### src/rtl/lbst_pkg.sv
package lbst_pkg;
  localparam int DW = 16;
  localparam int AW = 13;

  typedef logic [DW-1:0] word_t;
  typedef logic [AW-1:0] addr_t;
  typedef enum logic {ST_IDLE, ST_WAIT} lbst_st_e;

  // A returned word is bad when data, sync or parity disagree.
  function automatic logic echo_bad(word_t exp_d, logic exp_s,
                                    word_t got_d, logic got_s, logic perr);
    return (exp_d != got_d) || (exp_s != got_s) || perr;
  endfunction

  // Slot following the last word of the message block.
  function automatic addr_t wb_slot(addr_t last_a);
    return last_a + addr_t'(1);
  endfunction
endpackage

### src/rtl/lbst_dec_path.sv
module lbst_dec_path
  import lbst_pkg::*;
(
  input  logic  clk,
  input  logic  rst_n,
  input  logic  offline,
  input  logic  tx_valid,
  input  logic  tx_sync,
  input  word_t tx_data,
  input  logic  rx_valid,
  input  logic  rx_sync,
  input  word_t rx_data,
  input  logic  rx_perr,
  output logic  dec_valid,
  output logic  dec_sync,
  output word_t dec_data,
  output logic  dec_perr
);
  logic  src_valid, src_sync, src_perr;
  word_t src_data;

  // Off-line: encoder output feeds the decoder directly, the bus is ignored.
  always_comb begin
    if (offline) begin
      src_valid = tx_valid;
      src_sync  = tx_sync;
      src_data  = tx_data;
      src_perr  = 1'b0;
    end else begin
      src_valid = rx_valid;
      src_sync  = rx_sync;
      src_data  = rx_data;
      src_perr  = rx_perr;
    end
  end

  always_ff @(posedge clk or negedge rst_n) begin
    if (!rst_n) begin
      dec_valid <= 1'b0;
      dec_sync  <= 1'b0;
      dec_data  <= '0;
      dec_perr  <= 1'b0;
    end else begin
      dec_valid <= src_valid;
      if (src_valid) begin
        dec_sync <= src_sync;
        dec_data <= src_data;
        dec_perr <= src_perr;
      end
    end
  end
endmodule

### src/rtl/lbst_capture.sv
module lbst_capture
  import lbst_pkg::*;
(
  input  logic  clk,
  input  logic  rst_n,
  input  logic  cap_fire,
  input  logic  mode_ctl,
  input  logic  tx_sync,
  input  word_t tx_data,
  input  addr_t tx_addr,
  output logic  exp_sync,
  output word_t exp_data,
  output addr_t exp_addr,
  output logic  cap_mode
);
  always_ff @(posedge clk or negedge rst_n) begin
    if (!rst_n) begin
      exp_sync <= 1'b0;
      exp_data <= '0;
      exp_addr <= '0;
      cap_mode <= 1'b0;
    end else if (cap_fire) begin
      exp_sync <= tx_sync;
      exp_data <= tx_data;
      exp_addr <= tx_addr;
      cap_mode <= mode_ctl;
    end
  end
endmodule

### src/rtl/lbst_ctrl.sv
module lbst_ctrl
  import lbst_pkg::*;
#(
  parameter int TMO_CYC = 32
) (
  input  logic  clk,
  input  logic  rst_n,
  input  logic  msg_start,
  input  logic  mode_ctl,
  input  logic  offline_req,
  input  logic  cap_fire,
  input  logic  dec_valid,
  input  logic  dec_sync,
  input  word_t dec_data,
  input  logic  dec_perr,
  input  logic  exp_sync,
  input  word_t exp_data,
  input  addr_t exp_addr,
  input  logic  cap_mode,
  output logic  offline_act,
  output logic  loop_fail,
  output logic  term_flag,
  output logic  wb_we,
  output addr_t wb_addr,
  output word_t wb_data,
  output logic  test_done,
  output logic  echo_eval,
  output logic  tmo_hit
);
  localparam int CW = (TMO_CYC > 1) ? $clog2(TMO_CYC) : 1;
  localparam logic [CW-1:0] CNT_LAST = CW'(TMO_CYC - 1);

  lbst_st_e      st;
  logic [CW-1:0] cnt;
  logic          bad;

  assign echo_eval = (st == ST_WAIT) && dec_valid && !msg_start;
  assign tmo_hit   = (st == ST_WAIT) && !dec_valid && (cnt == CNT_LAST) && !msg_start;
  assign bad       = echo_eval ? echo_bad(exp_data, exp_sync, dec_data, dec_sync, dec_perr)
                               : tmo_hit;

  always_ff @(posedge clk or negedge rst_n) begin
    if (!rst_n) begin
      st          <= ST_IDLE;
      cnt         <= '0;
      offline_act <= 1'b0;
      loop_fail   <= 1'b0;
      term_flag   <= 1'b0;
      wb_we       <= 1'b0;
      wb_addr     <= '0;
      wb_data     <= '0;
      test_done   <= 1'b0;
    end else begin
      wb_we     <= 1'b0;
      test_done <= 1'b0;
      if (msg_start) begin
        st          <= ST_IDLE;
        cnt         <= '0;
        loop_fail   <= 1'b0;
        offline_act <= mode_ctl && offline_req;
      end else if (cap_fire) begin
        st  <= ST_WAIT;
        cnt <= '0;
      end else if (st == ST_WAIT) begin
        if (echo_eval || tmo_hit) begin
          st        <= ST_IDLE;
          test_done <= 1'b1;
          if (bad) loop_fail <= 1'b1;
          if (bad && !cap_mode) term_flag <= 1'b1;
          if (echo_eval && cap_mode) begin
            wb_we   <= 1'b1;
            wb_addr <= wb_slot(exp_addr);
            wb_data <= dec_data;
          end
        end else begin
          cnt <= cnt + CW'(1);
        end
      end
    end
  end
endmodule

### src/rtl/loopback_selftest.sv
module loopback_selftest
  import lbst_pkg::*;
#(
  parameter int TMO_CYC = 32
) (
  input  logic          clk,
  input  logic          rst_n,
  input  logic          mode_ctl,
  input  logic          msg_start,
  input  logic          offline_req,
  input  logic          tx_valid,
  input  logic          tx_last,
  input  logic          tx_sync,
  input  logic [15:0]   tx_data,
  input  logic [12:0]   tx_addr,
  input  logic          rx_valid,
  input  logic          rx_sync,
  input  logic [15:0]   rx_data,
  input  logic          rx_perr,
  output logic          tx_en,
  output logic          loop_fail,
  output logic          term_flag,
  output logic          wb_we,
  output logic [12:0]   wb_addr,
  output logic [15:0]   wb_data,
  output logic          test_done
);
  logic  cap_fire;
  logic  offline_act;
  logic  dec_valid, dec_sync, dec_perr;
  word_t dec_data;
  logic  exp_sync, cap_mode;
  word_t exp_data;
  addr_t exp_addr;
  logic  echo_eval, tmo_hit;

  assign cap_fire = tx_valid && tx_last;
  assign tx_en    = !offline_act;

  lbst_dec_path u_dec (
    .clk(clk), .rst_n(rst_n), .offline(offline_act),
    .tx_valid(tx_valid), .tx_sync(tx_sync), .tx_data(tx_data),
    .rx_valid(rx_valid), .rx_sync(rx_sync), .rx_data(rx_data), .rx_perr(rx_perr),
    .dec_valid(dec_valid), .dec_sync(dec_sync), .dec_data(dec_data), .dec_perr(dec_perr)
  );

  lbst_capture u_cap (
    .clk(clk), .rst_n(rst_n), .cap_fire(cap_fire), .mode_ctl(mode_ctl),
    .tx_sync(tx_sync), .tx_data(tx_data), .tx_addr(tx_addr),
    .exp_sync(exp_sync), .exp_data(exp_data), .exp_addr(exp_addr), .cap_mode(cap_mode)
  );

  lbst_ctrl #(.TMO_CYC(TMO_CYC)) u_ctrl (
    .clk(clk), .rst_n(rst_n), .msg_start(msg_start), .mode_ctl(mode_ctl),
    .offline_req(offline_req), .cap_fire(cap_fire),
    .dec_valid(dec_valid), .dec_sync(dec_sync), .dec_data(dec_data), .dec_perr(dec_perr),
    .exp_sync(exp_sync), .exp_data(exp_data), .exp_addr(exp_addr), .cap_mode(cap_mode),
    .offline_act(offline_act), .loop_fail(loop_fail), .term_flag(term_flag),
    .wb_we(wb_we), .wb_addr(wb_addr), .wb_data(wb_data), .test_done(test_done),
    .echo_eval(echo_eval), .tmo_hit(tmo_hit)
  );
endmodule

### config.mk
export PLATFORM = sky130hd
export DESIGN_NAME = loopback_selftest
export DESIGN_NICKNAME = d
export VERILOG_FILES = /design/src/rtl/lbst_pkg.sv /design/src/rtl/lbst_dec_path.sv /design/src/rtl/lbst_capture.sv /design/src/rtl/lbst_ctrl.sv /design/src/rtl/loopback_selftest.sv
export SDC_FILE = /design/constraint.sdc
export NUM_CORES = 1
export LEC_CHECK = 0
export BUFFER_PORTS_ARGS = -buffer_cell sky130_fd_sc_hd__buf_2
export CAP_MARGIN = 20
export CORE_MARGIN = 2
export CORE_UTILIZATION = 50
export DETAILED_ROUTE_END_ITERATION = 16
export GPL_TIMING_DRIVEN = 0
export PLACE_DENSITY = 0.75
export SETUP_SLACK_MARGIN = 0.4
export SLEW_MARGIN = 15
export SYNTH_ARGS = -nofsm -noshare
export SYNTH_HDL_FRONTEND = slang
export SYNTH_SLANG_ARGS = --single-unit
export TNS_END_PERCENT = 30
### constraint.sdc
create_clock -name clk -period 2.3 [get_ports clk]
set_input_delay 0.115 -clock clk [delete_from_list [all_inputs] [get_ports clk]]
set_output_delay 0.115 -clock clk [all_outputs]
set_load 0.02 [all_outputs]
== Word level (Yosys, flattened, before mapping) ==
Cells that the tools add are included.

* Register bits: 90
* Output and inout bits: 34
* Logic and storage cells: 77

* Add/subtract/negate cells: 2
* Eq/ne operators: 5
* Muxes and demuxes: 27
* Bitwise gates (word level): 2
* Reductions and logical operators: 24

{| class="wikitable"
|+ Operator list
! operator !! number
|-
| $mux 1 || 22
|-
| $mux 5 || 4
|-
| $mux 16 || 1
|-
| $ne 16x16->1 || 1
|-
| $add 13x1->13 const B || 1
|-
| $reduce_and 5->1 || 2
|-
| $logic_and 1x1->1 || 9
|-
| $reduce_bool 2->1 || 3
|-
| $add 5x1->5 const B || 1
|-
| $eq 5x5->1 const B || 1
|-
| $logic_not 1->1 || 4
|-
| $reduce_and 4->1 || 1
|-
| $logic_or 1x1->1 || 3
|-
| $ne 3x3->1 const B || 1
|-
| $reduce_bool 3->1 || 1
|-
| $ne 2x2->1 const B || 1
|-
| $not 1->1 || 2
|-
| $reduce_and 2->1 || 1
|-
| $ne 1x1->1 || 1
|}

== Longest topological paths before layout ==
* Depth after elaboration: 10
* Depth in mapped cells: 8
* Gate-level depth less buffers: 8

== Cells and area by module ==
From an unflattened synthesis, not the netlist that was laid out.

* Cell total of the unflattened synthesis: 327
* Area total of the unflattened synthesis: 4284.1 µm²

{| class="wikitable"
|+ By module, submodules not included
! module !! instances !! cells each !! area each (µm²)
|-
| lbst_ctrl || 1 || 180 || 2020.7
|-
| lbst_capture || 1 || 65 || 1158.6
|-
| lbst_dec_path || 1 || 80 || 1094.8
|-
| loopback_selftest || 1 || 2 || 10.0
|}

== Worst setup path after synthesis ==
OpenSTA, ideal clock, no wires.

* Path kind: register to register
* Start: register u_ctrl.cnt[0]
* End: register u_ctrl.loop_fail
* Library setup time: 143 ps
* Arrival time: 1492 ps
* Data required time: 2157 ps
* Slack: 665 ps
* Stages on the path, launching flop included: 9
* Period minus slack after synthesis: 1635 ps
* Cell sequence: dfrtp_1 > ha_1 > and3_1 > ha_1 > nor2_1 > nand3b_1 > inv_1 > o21ai_0 > o221ai_1

* Cells in the longest elaborated chain, start to end: 6
* Elaborated cells between the ends (all ways): 8

{| class="wikitable"
|+ Ends and longest elaborated chain
! what !! line !! text
|-
| start, declared || lbst_ctrl.sv:34 || <nowiki>logic [CW-1:0] cnt;</nowiki>
|-
| start signal, assigned || lbst_ctrl.sv:76 || <nowiki>cnt <= cnt + CW'(1);</nowiki>
|-
| $eq 5x5->1 * || lbst_ctrl.sv:38 || <nowiki>assign tmo_hit = (st == ST_WAIT) && !dec_valid && (cnt == CNT_LAST) && !msg_start;</nowiki>
|-
| $logic_and 1x1->1 * (2 in a row) || lbst_ctrl.sv:38 ||
|-
| $mux 1 / $logic_or 1x1->1 (equally long branches) || lbst_ctrl.sv:39, lbst_ctrl.sv:65 ||
|-
| $reduce_bool 2->1 (no line) || -- ||
|-
| $reduce_and 4->1 (no line) * || -- ||
|-
| end signal, assigned || lbst_ctrl.sv:47 || <nowiki>loop_fail <= 1'b0;</nowiki>
|-
| end signal, assigned || lbst_ctrl.sv:59 || <nowiki>loop_fail <= 1'b0;</nowiki>
|-
| end signal, assigned || lbst_ctrl.sv:68 || <nowiki>if (bad) loop_fail <= 1'b1;</nowiki>
|-
| end, declared || lbst_ctrl.sv:21 || <nowiki>output logic loop_fail,</nowiki>
|}

Every way passes the cells marked *; elsewhere a longest branch is shown, timed or not.
A chain may end at the register's enable or synchronous reset.

== Worst setup path after layout ==
Same ends and word-level chain as after synthesis.

==> summary.txt <==
Yosys
  – Area leader, netlist: dfrtp_1
  – Number of synthesized register bits: 90
  – Post-Syn Instances: around 360
  – Post-Syn Area: 3980 um^2
  – Syn Area/Cell: between 10 and 15 um^2
  – Top-count cell post-synth: dfrtp_1
  – Simple-Gate Fraction of Synth Area: about an eighth
  – Post-Synth Adder-Cell Area: less than 1%
  – Async SR Flop Fraction: between 90% and 100%
  – YS warnings: 0
  – Synth top cells by count: 90 x dfrtp_1, 87 x nand2_1, 31 x mux2_2
  – Multiplexer share of the synthesized area: between 10 and 15%
  – Compound-gate portion of the synthesized area: under 10%
  – Sequential share of the synthesized area: 56.7%
  – Post-synth top area share: a little under three fifths
  – Cell variety after synth: 32
  – Dominant synthesized flop cell: dfrtp_1
  – Post-synth EDFFs: 0
  – Main combinational cell family by area after synthesis: multiplexers
  – Syn nets: about 420
  – Synth Area in XOR/XNOR: 6.61%
  – Synth top area cells: dfrtp_1 57%, mux2_2 8.8%, nand2_1 8.2%

Global routing
  – Largest net degree at the start of global routing: 60
  – Initial antenna violation count: 0
  – Vias in the first global route: 2935
  – First-pass GRT wire length: between 10000 and 15000 um
  – Grt ovf: 0
  – Gr usage total: a little over a fifth

Finish
  – Nets@finish: approximately 540
  – Post-route cell area: between 4000 and 5000 um^2
  – Ant. Diodes: 0
  – Area grow syn2layout: 25.3%
  – Fillers: about 610
  – Layout cell share with drive strength beyond 1: a little under a third
  – Final cell count without fillers: roughly 590

Floorplanning
  – Die height: around 93 um
  – Placeable Area: roughly 7700 um^2
  – Die ar.: ~8700 um^2
  – Die width: just over 90 um
  – IO Pins: 90
  – Rows: 32
  – Initial Util: between 50% and 60%

Place
  – Dpl ws: approximately 470 ps
  – Buffers on Ports: between 80 and 90
  – Placement-stage cell area: 4570 um^2
  – RePlAce Congestion: roughly 0.76
  – Dpl cells: approximately 550
  – HPWL Detailed: between 6000 and 7000 um

Timing
  – FMAX: 541 MHz
  – Setup Viol. Count Final: 0
  – Hold Fails Final Rpt: 0
  – Final worst path period need: 1850 ps
  – PnR worst setup slack: ~450 ps
  – RSZ-0062 raised after global routing: true
  – Clock skew: 10.3 ps
  – Relative slew slack: about three fifths
  – Setup TNS: 0 ps
  – Fin crit share: between 80% and 90%
  – Slew Limit Fails: 0
  – Final Hold Slack: roughly 4.5 ps
  – Worst-Margin Slew: around 600 ps

Worst setup path
  – CP dominant cell by count: ha_1
  – Slowest stage delay, CP: between 400 and 500 ps
  – Critical path class: register to register
  – CP Cell Sequence: ha_1, and3_1, ha_1, nand2_1, o31ai_1, nor4_1, o221ai_1
  – Slowest-stage cell, CP: dfrtp_1
  – Critical Path AT: approximately 2100 ps
  – Top delay family on crit path: simple AND/OR/NAND/NOR gates
  – CP Capture Type: register
  – Crit path buffers/inverters: 0
  – Worst r2r src: u_ctrl.cnt[0]$_DFFE_PN0P_
  – Crit. Startpoint: u_ctrl.cnt[0]$_DFFE_PN0P_
  – CP Launch Type: register
  – Max Fanout on Critical Path: 3
  – Worst EP required: between 2000 and 3000 ps

Min path
  – Hold Crit Class: input port to register
  – Worst hold start: tx_addr[4]

Clock network
  – Root Driver: clkbuf_8
  – CTS tree: built
  – Clock buffer depth: 2
  – Clock Latency Late Sink: around 360 ps
  – Clock Sinks: 90
  – Cts bufs inserted: 9
  – CTS clk-pin slew, worst paths: approximately 80 ps
  – H-tree levels: 3

Routing
  – Vias per cell: between 5 and 6
  – Post-Route WL: approximately 8800 um
  – Metal-1 WL: 4080 um
  – Highest routed layer: met4
  – # DRC: 0
  – ANT nets after route: 0
  – Met3 wire len: between 400 and 500 um
  – DR vias: between 2000 and 3000
  – Router iterations before antenna repair: 4
  – Initial DRC Count: 120
  – Drt wl/cell: 15.0 um
  – WL met2: roughly 4000 um

Job
  – MaxCap Viol Count: 0

Status
  – Status: finished clean

Pwr
  – Power Density: a little over 800 nW/um^2
  – Maximum vdd drop: 0.448 mV
  – Leakage power figure: around 2.4 nW
-- sequential cells by signal, summed over array words and instances, names as in the netlist --
name / count
u_cap.exp_data: 16
u_ctrl.wb_data: 16
u_dec.dec_data: 16
u_cap.exp_addr: 13
u_ctrl.wb_addr: 13
u_ctrl.cnt: 5
u_cap.cap_mode: 1
u_cap.exp_sync: 1
u_ctrl.loop_fail: 1
u_ctrl.offline_act: 1
u_ctrl.st: 1
u_ctrl.term_flag: 1
u_ctrl.test_done: 1
u_ctrl.wb_we: 1
u_dec.dec_perr: 1
u_dec.dec_sync: 1
u_dec.dec_valid: 1
-- power breakdown --
part,leakage [nW],internal [W],switching [W]
Sequential,1.12,0.00187,0.000213
Combinational,1.21,0.000435,0.000561
Clock,0.0856,0.000499,0.000546
-- metal layers --
layer / global-route usage, % / vias up
met5: 0 / -
met4: 9.68 / 0
met3: 3.95 / 16
met2: 34.1 / 77
met1: 29.1 / 1442
li1: - / 1453
-- repair_timing --
action / CTS / global route
setup buffers: 0 / 1
setup endpoints to repair: 0 / 4
hold endpoints to repair: 50 / 1
hold buffers: 20 / 1
gates resized for setup: 0 / 2
-- metrics by stage --
| step | power (W) | util [%] |
|---|---|---|
| after global routing | 0.00435 | 64.5 |
| after detailed placement | 0.00309 | 59.2 |
| after CTS | 0.00415 | 64.2 |
| after floorplan | 0.00271 | - |
| after global placement | 0.00305 | 58.8 |
| final | 0.00413 | 64.5 |
-- cells in the final DEF (no fill, tap or decap), types with 2 or more instances in the layout --
cell / instances
buf_4: 2
inv_1: 6
o21ai_0: 30
nor2_1: 6
mux2i_1: 20
o211ai_1: 4
or4_1: 2
dfrtp_1: 90
buf_2: 94
and3_1: 5
nand2_1: 87
ha_1: 3
mux2_2: 31
nand3_1: 8
nand4_1: 5
clkinvlp_4: 2
xor2_1: 12
clkbuf_8: 9
xnor2_1: 18
clkbuf_1: 9
dlygate4sd3_1: 21
-- cell type report --
type                    instances  area [um^2]  area share [%]
clock inverters                 4         53.8            1.08
repair buffers                111          688            13.8
multi-input cells             246         1630            32.7
well taps                     102          128            2.56
clock buffers                  11          131            2.64
inverters                       7         26.3           0.527
flip-flops and latches         90         2250            45.2
plain buffers                  15         72.6            1.46
-- path summary, 6_finish.rpt --
kind | to | slack (ps) | cells after the start
max reg2reg | u_ctrl.loop_fail$_DFFE_PN0P_ | 450 | 7
min in group asynchronous | u_ctrl.wb_data[1]$_DFFE_PN0P_ | 230 | 2
min reg2reg | u_ctrl.wb_data[11]$_DFFE_PN0P_ | 470 | 2
max in group asynchronous | u_dec.dec_data[5]$_DFFE_PN0P_ | 1450 | 3
max | u_ctrl.loop_fail$_DFFE_PN0P_ | 450 | 7
min | u_cap.exp_addr[4]$_DFFE_PN0P_ | 5 | 2
-- kinds of logic after synthesis --
| logic type | after synthesis |
|---|---|
| fa+ha+maj | 3 |
| buf+inv | 22 |
| xor+xnor | 30 |
| flops | 90 |
| mux | 52 |
| compound gates | 42 |
| simple gates | 119 |
Note: power is estimated with default switching activity, not from simulation.
